### src/rtl/serial_rx_pkg.sv
package serial_rx_pkg;

    localparam int RX_DW = 8;
    localparam int RX_IW = $clog2(RX_DW);

    typedef enum logic [2:0] {
        ST_IDLE,
        ST_START,
        ST_DATA,
        ST_PAR,
        ST_STOP1,
        ST_STOP2
    } rx_state_e;

    typedef struct packed {
        logic [1:0] wlen;
        logic       two_stop;
        logic       par_en;
        logic       par_even;
        logic       par_fixed;
    } rx_cfg_t;

    function automatic rx_cfg_t decode_cfg(input logic [7:0] v);
        rx_cfg_t c;
        c.wlen      = v[1:0];
        c.two_stop  = v[2];
        c.par_en    = v[3];
        c.par_even  = v[4];
        c.par_fixed = v[5];
        return c;
    endfunction

    // index of the final data bit: 4 for a 5-bit word up to 7 for 8 bits
    function automatic logic [RX_IW-1:0] last_index(input logic [1:0] wlen);
        return RX_IW'(4) + RX_IW'(wlen);
    endfunction

endpackage

### src/rtl/rx_line_sync.sv
module rx_line_sync #(
    parameter int STAGES = 2
) (
    input  logic clk,
    input  logic rst_n,
    input  logic din,
    output logic line_s,
    output logic line_fall
);
    logic [STAGES-1:0] sr_q;
    logic              prev_q;

    always_ff @(posedge clk or negedge rst_n) begin
        if (!rst_n) begin
            sr_q   <= '1;
            prev_q <= 1'b1;
        end else begin
            sr_q   <= {sr_q[STAGES-2:0], din};
            prev_q <= sr_q[STAGES-1];
        end
    end

    assign line_s    = sr_q[STAGES-1];
    assign line_fall = prev_q & ~sr_q[STAGES-1];
endmodule

### src/rtl/rx_parity_chk.sv
module rx_parity_chk import serial_rx_pkg::*; (
    input  logic [RX_DW-1:0] data,
    input  logic             par_bit,
    input  logic             par_even,
    input  logic             par_fixed,
    output logic             par_bad
);
    logic expect_bit;

    always_comb begin
        if (par_fixed)
            expect_bit = ~par_even;
        else if (par_even)
            expect_bit = ^data;
        else
            expect_bit = ~(^data);
        par_bad = (par_bit != expect_bit);
    end
endmodule

### src/rtl/rx_frame_fsm.sv
module rx_frame_fsm import serial_rx_pkg::*; #(
    parameter int OVS = 16
) (
    input  logic             clk,
    input  logic             rst_n,
    input  logic             baud_tick,
    input  logic             line_s,
    input  logic             line_fall,
    input  logic [7:0]       cfg_in,
    input  logic             par_bad,
    output logic [RX_DW-1:0] asm_data,
    output logic             asm_par,
    output rx_cfg_t          cfg_q,
    output logic [RX_DW-1:0] rx_data,
    output logic             rx_valid,
    output logic             par_err,
    output logic             frm_err
);
    localparam int CW       = $clog2(OVS);
    localparam int MID_LIM  = OVS / 2 - 1;      // start re-check after half a bit
    localparam int FULL_LIM = OVS - 1;          // one full bit between samples
    localparam int HALF_LIM = (OVS * 3) / 4 - 1; // rest of stop 1 plus middle of the half bit

    rx_state_e        state_q, state_d;
    logic [CW-1:0]    cnt_q, lim;
    logic [RX_IW-1:0] bit_q;
    logic             ferr_q;
    logic             hit, last_bit, done;

    always_comb begin
        unique case (state_q)
            ST_START: lim = CW'(MID_LIM);
            ST_STOP2: lim = (cfg_q.wlen == 2'd0) ? CW'(HALF_LIM) : CW'(FULL_LIM);
            default:  lim = CW'(FULL_LIM);
        endcase
    end

    assign hit      = baud_tick && (cnt_q == lim);
    assign last_bit = (bit_q == last_index(cfg_q.wlen));
    assign done     = hit && ((state_q == ST_STOP1 && !cfg_q.two_stop) || state_q == ST_STOP2);

    always_comb begin
        state_d = state_q;
        unique case (state_q)
            ST_IDLE:  if (line_fall) state_d = ST_START;
            ST_START: if (hit) state_d = line_s ? ST_IDLE : ST_DATA;
            ST_DATA:  if (hit && last_bit) state_d = cfg_q.par_en ? ST_PAR : ST_STOP1;
            ST_PAR:   if (hit) state_d = ST_STOP1;
            ST_STOP1: if (hit) state_d = cfg_q.two_stop ? ST_STOP2 : ST_IDLE;
            ST_STOP2: if (hit) state_d = ST_IDLE;
            default:  state_d = ST_IDLE;
        endcase
    end

    // state register
    always_ff @(posedge clk or negedge rst_n) begin
        if (!rst_n) state_q <= ST_IDLE;
        else        state_q <= state_d;
    end

    // datapath and outputs
    always_ff @(posedge clk or negedge rst_n) begin
        if (!rst_n) begin
            cnt_q    <= '0;
            bit_q    <= '0;
            asm_data <= '0;
            asm_par  <= 1'b0;
            ferr_q   <= 1'b0;
            cfg_q    <= '0;
            rx_data  <= '0;
            rx_valid <= 1'b0;
            par_err  <= 1'b0;
            frm_err  <= 1'b0;
        end else begin
            if (state_q != state_d || hit) cnt_q <= '0;
            else if (baud_tick)            cnt_q <= cnt_q + 1'b1;

            if (state_q == ST_IDLE && line_fall) begin
                bit_q    <= '0;
                asm_data <= '0;
                asm_par  <= 1'b0;
                ferr_q   <= 1'b0;
                cfg_q    <= decode_cfg(cfg_in);
            end
            if (state_q == ST_DATA && hit) begin
                asm_data[bit_q] <= line_s;
                bit_q           <= bit_q + 1'b1;
            end
            if (state_q == ST_PAR && hit) asm_par <= line_s;
            if ((state_q == ST_STOP1 || state_q == ST_STOP2) && hit && !line_s) ferr_q <= 1'b1;

            rx_valid <= done;
            par_err  <= done && cfg_q.par_en && par_bad;
            frm_err  <= done && (ferr_q || !line_s);
            if (done) rx_data <= asm_data;
        end
    end
endmodule

### src/rtl/serial_frame_rx.sv
module serial_frame_rx import serial_rx_pkg::*; #(
    parameter int OVS         = 16,
    parameter int SYNC_STAGES = 2
) (
    input  logic       clk,
    input  logic       rst_n,
    input  logic       rx_line,
    input  logic [7:0] line_cfg,
    input  logic       baud_tick,
    output logic [7:0] rx_data,
    output logic       rx_valid,
    output logic       par_err,
    output logic       frm_err
);
    logic             line_s, line_fall, par_bad, asm_par;
    logic [RX_DW-1:0] asm_data;
    rx_cfg_t          cfg_q;

    rx_line_sync #(.STAGES(SYNC_STAGES)) u_sync (
        .clk(clk), .rst_n(rst_n), .din(rx_line),
        .line_s(line_s), .line_fall(line_fall)
    );

    rx_parity_chk u_par (
        .data(asm_data), .par_bit(asm_par), .par_even(cfg_q.par_even),
        .par_fixed(cfg_q.par_fixed), .par_bad(par_bad)
    );

    rx_frame_fsm #(.OVS(OVS)) u_fsm (
        .clk(clk), .rst_n(rst_n), .baud_tick(baud_tick), .line_s(line_s),
        .line_fall(line_fall), .cfg_in(line_cfg), .par_bad(par_bad),
        .asm_data(asm_data), .asm_par(asm_par), .cfg_q(cfg_q),
        .rx_data(rx_data), .rx_valid(rx_valid), .par_err(par_err), .frm_err(frm_err)
    );
endmodule

### config.mk
export PLATFORM = sky130hd
export DESIGN_NAME = serial_frame_rx
export DESIGN_NICKNAME = d
export VERILOG_FILES = /design/src/rtl/serial_rx_pkg.sv /design/src/rtl/rx_line_sync.sv /design/src/rtl/rx_parity_chk.sv /design/src/rtl/rx_frame_fsm.sv /design/src/rtl/serial_frame_rx.sv
export SDC_FILE = /design/constraint.sdc
export NUM_CORES = 1
export LEC_CHECK = 0
export BUFFER_PORTS_ARGS = -buffer_cell sky130_fd_sc_hd__buf_2
export CAP_MARGIN = 5
export CORE_MARGIN = 1.5
export CORE_UTILIZATION = 40
export CTS_CLUSTER_SIZE = 28
export DETAILED_ROUTE_END_ITERATION = 6
export PLACE_DENSITY_LB_ADDON = 0.05
export RECOVER_POWER = 25
export REMOVE_ABC_BUFFERS = 1
export SETUP_SLACK_MARGIN = 0.05
export SLEW_MARGIN = 40
export SYNTH_ARGS = -nofsm -noshare
export SYNTH_HDL_FRONTEND = slang
export SYNTH_SLANG_ARGS = --single-unit
export TNS_END_PERCENT = 100
### constraint.sdc
create_clock -name clk -period 2.8 [get_ports clk]
set_input_delay 0.14 -clock clk [delete_from_list [all_inputs] [get_ports clk]]
set_output_delay 0.14 -clock clk [all_outputs]
set_load 0.1 [all_outputs]
# Word level (Yosys, flattened, before mapping)
# Cells that the tools add are included.
totals:
  out_inout_bits: 11
  wordCells: 87
  in_bits: 12
  regBits: 40
classes:
  reduce_logical: 26
  bitwise: 4
  magnitude_cmp: 2
  addsub: 3
  mux: 26
  n_eq_ne: 9
op_table:
  columns: ["op", "count"]
  rows:
  - ["2-to-1 mux 3 bit", 11]
  - ["case mux 3 bit (6 select lines)", 1]
  - ["2-to-1 mux 8 bit", 2]
  - ["logical AND 1 bit", 13]
  - ["bitwise mux 8 bit", 1]
  - ["2-to-1 mux 4 bit", 2]
  - ["case mux 4 bit (2 select lines)", 1]
  - ["nonzero test 2 bit", 4]
  - ["parity 8 bit", 1]
  - ["== test 3 x 2 -> 1 bit (second input constant)", 2]
  - ["== test 3 bit (second input constant)", 2]
  - ["2-to-1 mux 1 bit", 6]
  - ["adder 4 x 1 -> 4 bit (second input constant)", 1]
  - ["== test 4 bit", 1]
  - ["logical OR 1 bit", 4]
  - ["less-than comparator 3 x 4 -> 1 bit (second input constant)", 1]
  - ["adder 3 x 1 -> 3 bit (second input constant)", 1]
  - ["adder 3 x 2 -> 3 bit (first input constant)", 1]
  - ["demux 1 bit (select 3 bit)", 1]
  - ["== test 3 x 1 -> 1 bit (second input constant)", 1]
  - ["== test 3 bit", 1]
  - ["greater-or-equal comparator 3 x 1 -> 1 bit (second input constant)", 1]
  - ["zero test 3 bit", 1]
  - ["inequality test 3 bit", 1]
  - ["other kinds (6)", 9]

# Logic depth before layout (Yosys ltp)
# Gate-level depths: netlist of the first run.
logic_depth:
  ltp_word: 11
  mapped_depth: 7

# Cells and area by module
# Synthesis of the first run repeated with hierarchy kept, for this count alone.
unflattened:
  hier_cells: 164
  area_unflattened_um2: 1950.6
by_module_without_submodules:
  columns: ["module", "n_inst", "area_per_inst_um2", "cells_per_inst"]
  rows:
  - ["rx_frame_fsm", 1, 1775.5, 150]
  - ["rx_line_sync", 1, 92.6, 4]
  - ["rx_parity_chk", 1, 82.6, 10]

# Least setup slack after synthesis of the first run
# Ideal clock, no wire load.
synth_path:
  kind: "reg-to-reg"
  from: "register, netlist name u_fsm.cfg_q[5]"
  to: "register u_fsm.rx_data[0]"
  setup_slack_ps: 1084
  setup_time_ps: 120
  stages_incl_launch_ff: 7
  arrival_time_ps: 1596
  required_time_ps: 2680
  path_cell_list: "dfrtp_1 or3b_4 or4_1 and2_4 buf_6 nand2_1 nand2_1"
synth_via:
  elab_chain_cells: 6
synth_lines:
  columns: ["item", "line", "rtl"]
  rows:
  - ["zero test 2 bit", "rx_frame_fsm.sv:33", "ST_STOP2: lim = (cfg_q.wlen == 2'd0) ? CW'(HALF_LIM) : CW'(FULL_LIM);"]
  - ["2-to-1 mux 3 bit", "rx_frame_fsm.sv:33", null]
  - ["case mux 4 bit (2 select lines)", "rx_frame_fsm.sv:31", "unique case (state_q)"]
  - ["== test 4 bit", "rx_frame_fsm.sv:38", "assign hit = baud_tick && (cnt_q == lim);"]
  - ["logical AND 1 bit", "rx_frame_fsm.sv:38", null]
  - ["logical AND 1 bit", "rx_frame_fsm.sv:40", "assign done = hit && ((state_q == ST_STOP1 && !cfg_q.two_stop) || state_q == ST_STOP2);"]
  - ["to (signal assigned)", "rx_frame_fsm.sv:95", "if (done) rx_data <= asm_data;"]
  - ["to (decl)", "rx_frame_fsm.sv:14", "output logic [RX_DW-1:0] rx_data,"]
# No other way between the ends.
# A chain may end at the register's enable or synchronous reset.

# Worst setup path after layout of the first run
layout_path:
  from: "register u_fsm.state_q[0]"
  to: "register u_fsm.rx_data[5]"
layout_via:
  elab_chain_cells: 5
  word_cells_on_any_way: 9
  classes_between: "eq/ne: 4; mux: 1; reduce/logical: 4"
layout_lines:
  columns: ["item", "line", "rtl"]
  rows:
  - ["from (decl)", "rx_frame_fsm.sv:24", "rx_state_e state_q, state_d;"]
  - ["from (signal assigned)", "rx_frame_fsm.sv:58", "else state_q <= state_d;"]
  - ["== test 3 bit / == test 3 x 1 -> 1 bit (equally long branches)", "rx_frame_fsm.sv:31, rx_frame_fsm.sv:40", null]
  - ["case mux 4 bit (2 select lines)", "rx_frame_fsm.sv:31", null]
  - ["== test 4 bit", "rx_frame_fsm.sv:38", null]
  - ["logical AND 1 bit", "rx_frame_fsm.sv:38", null]
  - ["logical AND 1 bit *", "rx_frame_fsm.sv:40", null]
  - ["net u_fsm.done", "rx_frame_fsm.sv:28", "logic hit, last_bit, done;"]
# Mark *: on every way through the listed nets, which the timed path passes. The rest lies on a longest branch.

==> flow_summary.json, run 1 <==
{
  "synth-warning-count": 0,
  "viasPerCell": 5.22,
  "drv_cap": 0,
  "grt_overflow": 0,
  "diodes": 0,
  "max_freq_mhz": 499,
  "pin_count": 23,
  "htree_levels": 2,
  "clock_skew_ns": 0.00834,
  "clkLatencyLatePin_ns": 0.29,
  "p_leak_nw": 1.06,
  "grt_usage_pct": 15.4,
  "end_kind": "flip-flop",
  "numCtsBuffers": 5,
  "clockRootBuffer": "clkbuf_8",
  "cts_resized": 0,
  "synth_top_cell_area_share_pct": 47.9,
  "rsz0062_at_grt": "false",
  "startpoint_type": "flip-flop",
  "die_h_um": 72.5,
  "cts_tree": "done",
  "core_area_um2": 4690,
  "hold_viol_final": 0,
  "slew_headroom_pct": 35.9,
  "postCtsSetupBuffers": 0,
  "synthFlopType": "dfrtp_1",
  "ant_nets": 0,
  "wire_per_inst_um": 13.4,
  "route.vias.total": 1445,
  "arrival_ns": 2.24,
  "layout.nets": 236,
  "layout_commonest_cell": "nand2_1",
  "drive_above_1_share_pct": 18.4,
  "seq_area_frac_synth_pct": 52.0,
  "rows": 25,
  "p_per_area_nw_per_um2": 786,
  "dp_hpwl_mm": 2.58,
  "drc": 0,
  "multi_input_area_um2": 862,
  "yosysUniqueCellTypes": 45,
  "syn_to_final_growth_pct": 13.4,
  "ys_ff_latch": 40,
  "die_w_um": 72.5,
  "syn_inst": 201,
  "place_ws_ns": 0.842,
  "critPathKind": "reg2reg",
  "cts_sinks": 40,
  "grt_max_degree": 41,
  "period_share_pct": 71.6,
  "maxSlewViolCount": 0,
  "crit_fanout": 12,
  "async_flop_share_pct": 100,
  "hold_path_class": "in2reg",
  "final_cell_mix": "nand2_1, dfrtp_1, buf_2",
  "dieArea_um2": 5260,
  "initialDrtViolationCount": 65,
  "required_ns": 3.03,
  "tightest_slew_ns": 0.961,
  "tns_ns": 0,
  "cts_hold_buf": 2,
  "grt_pass1_wl_mm": 6.18,
  "start_util_pct": 41.2,
  "regArea_um2": 1000,
  "n_fill_cell": 469,
  "synth_largest_area_cell": "dfrtp_1",
  "setup_viol": 0,
  "synth_edf_count": 0,
  "outcome": "finished clean",
  "yosys-top-cells-area": "dfrtp_1, nand2_1, xnor2_1, dfstp_2, o21ai_0",
  "period_needed_ns": 2.00,
  "clkTransAtPathRegs_ns": 0.08,
  "first_pass_iters": 4,
  "grt_pass1_vias": 1318,
  "antenna_found_initial": 0,
  "post-route-worst-setup-slack_ns": 0.796,
  "syn_area_um2": 1930,
  "gp_congestion": 0.792,
  "clockBufferDepth": 2,
  "avgSynthCellArea_um2": 9.62,
  "irDropWorstVdd_uv": 323,
  "portBuffers": 20,
  "totalWireLength_mm": 3.72
}
==> layer usage <==
metal,GRT usage (%),up-vias,part of all wire (%)
met5,0,-,0
met3,3.33,4,3.1
li1,-,732,-
met2,21.3,26,43
met1,22.2,683,52
met4,8.39,0,1.3
==> registers in the layout (all words and copies together) (netlist names), 2 cells and up <==
register,cells
u_sync.sr_q,2
u_fsm.cnt_q,4
u_fsm.asm_data,8
u_fsm.cfg_q,6
u_fsm.rx_data,8
u_fsm.state_q,3
u_fsm.bit_q,3
==> power by group <==
part,leakage [nW],switching [mW],internal [mW]
logic,0.485,0.228,0.193
clock network,0.0541,0.205,0.264
registers,0.524,0.147,0.686
total,1.06,0.581,1.14
==> kinds of logic after synthesis <==
| family | after synthesis | share of synthesized area, % |
|---|---|---|
| compound gates | 30 | 10.5 |
| xor+xnor | 15 | 6.80 |
| fa+ha+maj | 2 | 1.29 |
| buf+inv | 14 | 3.75 |
| flops | 40 | 52.0 |
| mux | 3 | 1.55 |
| simple gates | 97 | 24.1 |
==> area by class of cell <==
type,count,area share (%)
flip-flops and latches,40,45.8
multi-input cells,147,39.3
repair buffers,23,5.82
clock buffers,5,3.14
well taps,54,3.08
clock inverters,3,1.94
inverters,5,0.856
==> worst max-delay path, cell delays in order, from the launching register on <==
cell,delay (ns)
dfrtp_1,0.59
or3b_4,0.45
or4_1,0.40
and2_4,0.23
inv_2,0.15
nand2_1,0.07
nand2_1,0.06
==> path summary, 6_finish.rpt <==
path                                             from                            to  slack, ns  depth (start not counted)
max                        u_fsm.state_q[0]$_DFF_PN0_  u_fsm.rx_data[5]$_DFFE_PN0P_       0.80                          6
min reg2reg                  u_sync.sr_q[0]$_DFF_PN1_      u_sync.sr_q[1]$_DFF_PN1_       0.36                          0
min                                       line_cfg[4]    u_fsm.cfg_q[1]$_DFFE_PN0P_       0.03                          3
max in group asynchronous                       rst_n    u_fsm.bit_q[2]$_DFFE_PN0P_       1.68                          2
max reg2reg                u_fsm.state_q[0]$_DFF_PN0_  u_fsm.rx_data[5]$_DFFE_PN0P_       0.80                          6
min in group asynchronous                       rst_n    u_fsm.cnt_q[2]$_DFFE_PN0P_       0.53                          2
==> cell usage after synthesis (4+ instances only) <==
master   count
nor4_1       4
o21ai_0     14
buf_2        4
nand3_1     11
nand2_1     52
inv_1        4
dfrtp_1     37
nor2_1       8
xor2_1       5
xnor2_1     10
nor2b_1      4
==> through the flow <==
step / total power, mW / instance area [um^2] / cells / hold WS, ns / utilization, %
floorplan: 1.13 / 1880 / 192 / -0.156 / -
global placement: 1.24 / 2050 / 267 / 0.246 / 43.8
detailed placement: 1.26 / 2060 / 267 / 0.145 / 43.8
CTS: 1.74 / 2190 / 277 / 0.0248 / 46.6
global route: 1.83 / 2190 / 277 / 0.0286 / 46.7
finish: 1.72 / 2190 / 277 / 0.0288 / 46.7
Power figures use the tool's default switching activity.
==> run 2, diff against run 1 <==
==> constraint.sdc (replaced) <==
create_clock -name clk -period 2 [get_ports clk]
set_input_delay 0.1 -clock clk [delete_from_list [all_inputs] [get_ports clk]]
set_output_delay 0.1 -clock clk [all_outputs]
set_load 0.1 [all_outputs]
==> run 2 against run 1 <==
Critical path depth did not move; first-iteration DRC count increased by 34%; highest routed layer unchanged; register-to-register slack worse by 0.63 ns; critical path type unchanged; die area unchanged; non-clock buffer count rose by 11; count of clock-buffer cells in the layout increased by 2; clock skew fell by 0.0028 ns; combinational power up 51%; cell count increased by 3.6%; total power rose by 37%.
==> flow_summary.json, run 2 (synthesis results as in run 1) <==
{
  "numCtsBuffers": 5,
  "start_util_pct": 41.2,
  "grt_pass1_wl_mm": 6.66,
  "grt_usage_pct": 16.6,
  "startpoint_type": "flip-flop",
  "arrival_ns": 2.07,
  "drive_above_1_share_pct": 18.5,
  "period_needed_ns": 1.83,
  "initialDrtViolationCount": 87,
  "route.vias.total": 1472,
  "clock_skew_ns": 0.00553,
  "hold_path_class": "in2reg",
  "viasPerCell": 5.13,
  "grt_max_degree": 18,
  "regArea_um2": 1000,
  "portBuffers": 20,
  "clockBufferDepth": 2,
  "rows": 25,
  "dp_hpwl_mm": 2.81,
  "pin_count": 23,
  "grt_overflow": 0,
  "first_pass_iters": 4,
  "final_cell_mix": "nand2_1, dfrtp_1, buf_2",
  "m1WireLength_mm": 1.97,
  "critPathKind": "reg2reg",
  "slew_headroom_pct": 46.0,
  "r2r_setup_slack_ns": 0.17,
  "multi_input_area_um2": 856,
  "largest_registers": "u_fsm.asm_data: 8 flops, u_fsm.rx_data: 8 flops, u_fsm.cfg_q: 6 flops",
  "clkLatencyLatePin_ns": 0.29,
  "n_fill_cell": 454,
  "layout.nets": 247,
  "setup_viol": 0,
  "wl_met2_mm": 1.68,
  "antenna_found_initial": 0,
  "syn_to_final_growth_pct": 17.0,
  "diodes": 0,
  "clockRootBuffer": "clkbuf_8",
  "cts_sinks": 40,
  "htree_levels": 2,
  "die_h_um": 72.5,
  "top_layer_used": "met4",
  "clkTransAtPathRegs_ns": 0.08,
  "route.met3.wl_um": 165,
  "die_w_um": 72.5,
  "p_per_area_nw_per_um2": 1040,
  "drv_cap": 0,
  "tns_ns": 0,
  "ant_nets": 0,
  "max_freq_mhz": 547,
  "drc": 0,
  "cts_tree": "done",
  "layout_commonest_cell": "nand2_1",
  "irDropWorstVdd_uv": 501,
  "rsz0062_at_grt": "false",
  "totalWireLength_mm": 3.87,
  "post-route-util_pct": 48.2,
  "postCtsSetupBuffers": 0,
  "maxSlewViolCount": 0,
  "p_leak_nw": 1.10,
  "gp_congestion": 0.820,
  "end_kind": "flip-flop",
  "hold_viol_final": 0,
  "wire_per_inst_um": 13.5,
  "tightest_slew_ns": 0.810,
  "grt_pass1_vias": 1414,
  "required_ns": 2.24,
  "period_share_pct": 91.5,
  "crit_fanout": 11,
  "core_area_um2": 4690,
  "dieArea_um2": 5260,
  "outcome": "finished clean"
}
-- run 2: cell types whose count changed in the layout (fill, tap and decap cells not counted) --
cell,before,now
buf_4,1,6
dlygate4sd3_1,2,7
clkbuf_1,0,2
clkbuf_8,5,7
bufinv_16,1,0
clkbuf_2,1,0
clkinv_2,1,0
clkinvlp_4,1,0
nor4_1,3,4
nor4_2,1,0
-- run 2: area by class of cell --
type                    count  share of cell area, %
inverters                   5                  0.830
multi-input cells         147                   37.9
repair buffers             34                   9.63
well taps                  54                   2.99
flip-flops and latches     40                   44.4
clock buffers               7                   4.26
-- run 2: path summary, 6_finish.rpt --
path | from | cells after the start | end
setup / recovery | u_fsm.cfg_q[5]$_DFFE_PN0P_ | 6 | u_fsm.rx_data[0]$_DFFE_PN0P_
hold / removal | line_cfg[3] | 3 | u_fsm.cfg_q[2]$_DFFE_PN0P_
setup reg to reg | u_fsm.cfg_q[5]$_DFFE_PN0P_ | 6 | u_fsm.rx_data[0]$_DFFE_PN0P_
hold reg to reg | u_sync.sr_q[0]$_DFF_PN1_ | 0 | u_sync.sr_q[1]$_DFF_PN1_
max in group asynchronous | rst_n | 3 | u_fsm.rx_data[5]$_DFFE_PN0P_
min in group asynchronous | rst_n | 2 | u_fsm.par_err$_DFF_PN0_
-- run 2: critical path: stages, from the launching register on --
cell     delay, ns
dfrtp_1       0.42
or3b_4        0.43
or4_1         0.40
and2_4        0.23
inv_2         0.15
nand2_1       0.08
nand2_1       0.06
-- run 2: per-layer routing --
layer	vias up	global-route usage [%]
met5	-	0
met4	0	6.29
met3	7	4.17
met2	36	24.3
met1	685	23.6
li1	744	-
-- run 2: where the power goes --
group | internal [mW] | leakage [nW] | switching, mW
clock | 0.307 | 0.0503 | 0.273
combinational | 0.291 | 0.528 | 0.346
sequential | 0.961 | 0.524 | 0.175
-- run 2: timing repair --
action | in CTS | in global routing
gates resized for setup | 0 | 0
hold buffers | 7 | 0
endpoints found under the setup margin | 0 | 0
hold endpoints to repair | 43 | 0
-- run 2: stage by stage --
stage                     hold slack, ns  setup slack (ns)  std cells  cell area, um^2  total power, mW
after CTS                         0.0345             0.153        287             2270             2.38
after global placement           -0.0355             0.209        273             2100             1.76
final                             0.0366             0.170        287             2260             2.35
after global routing              0.0678            0.0739        287             2260             2.52
after floorplan                   -0.196             0.235        192             1880             1.59
after detailed placement         -0.0292             0.177        273             2100             1.78
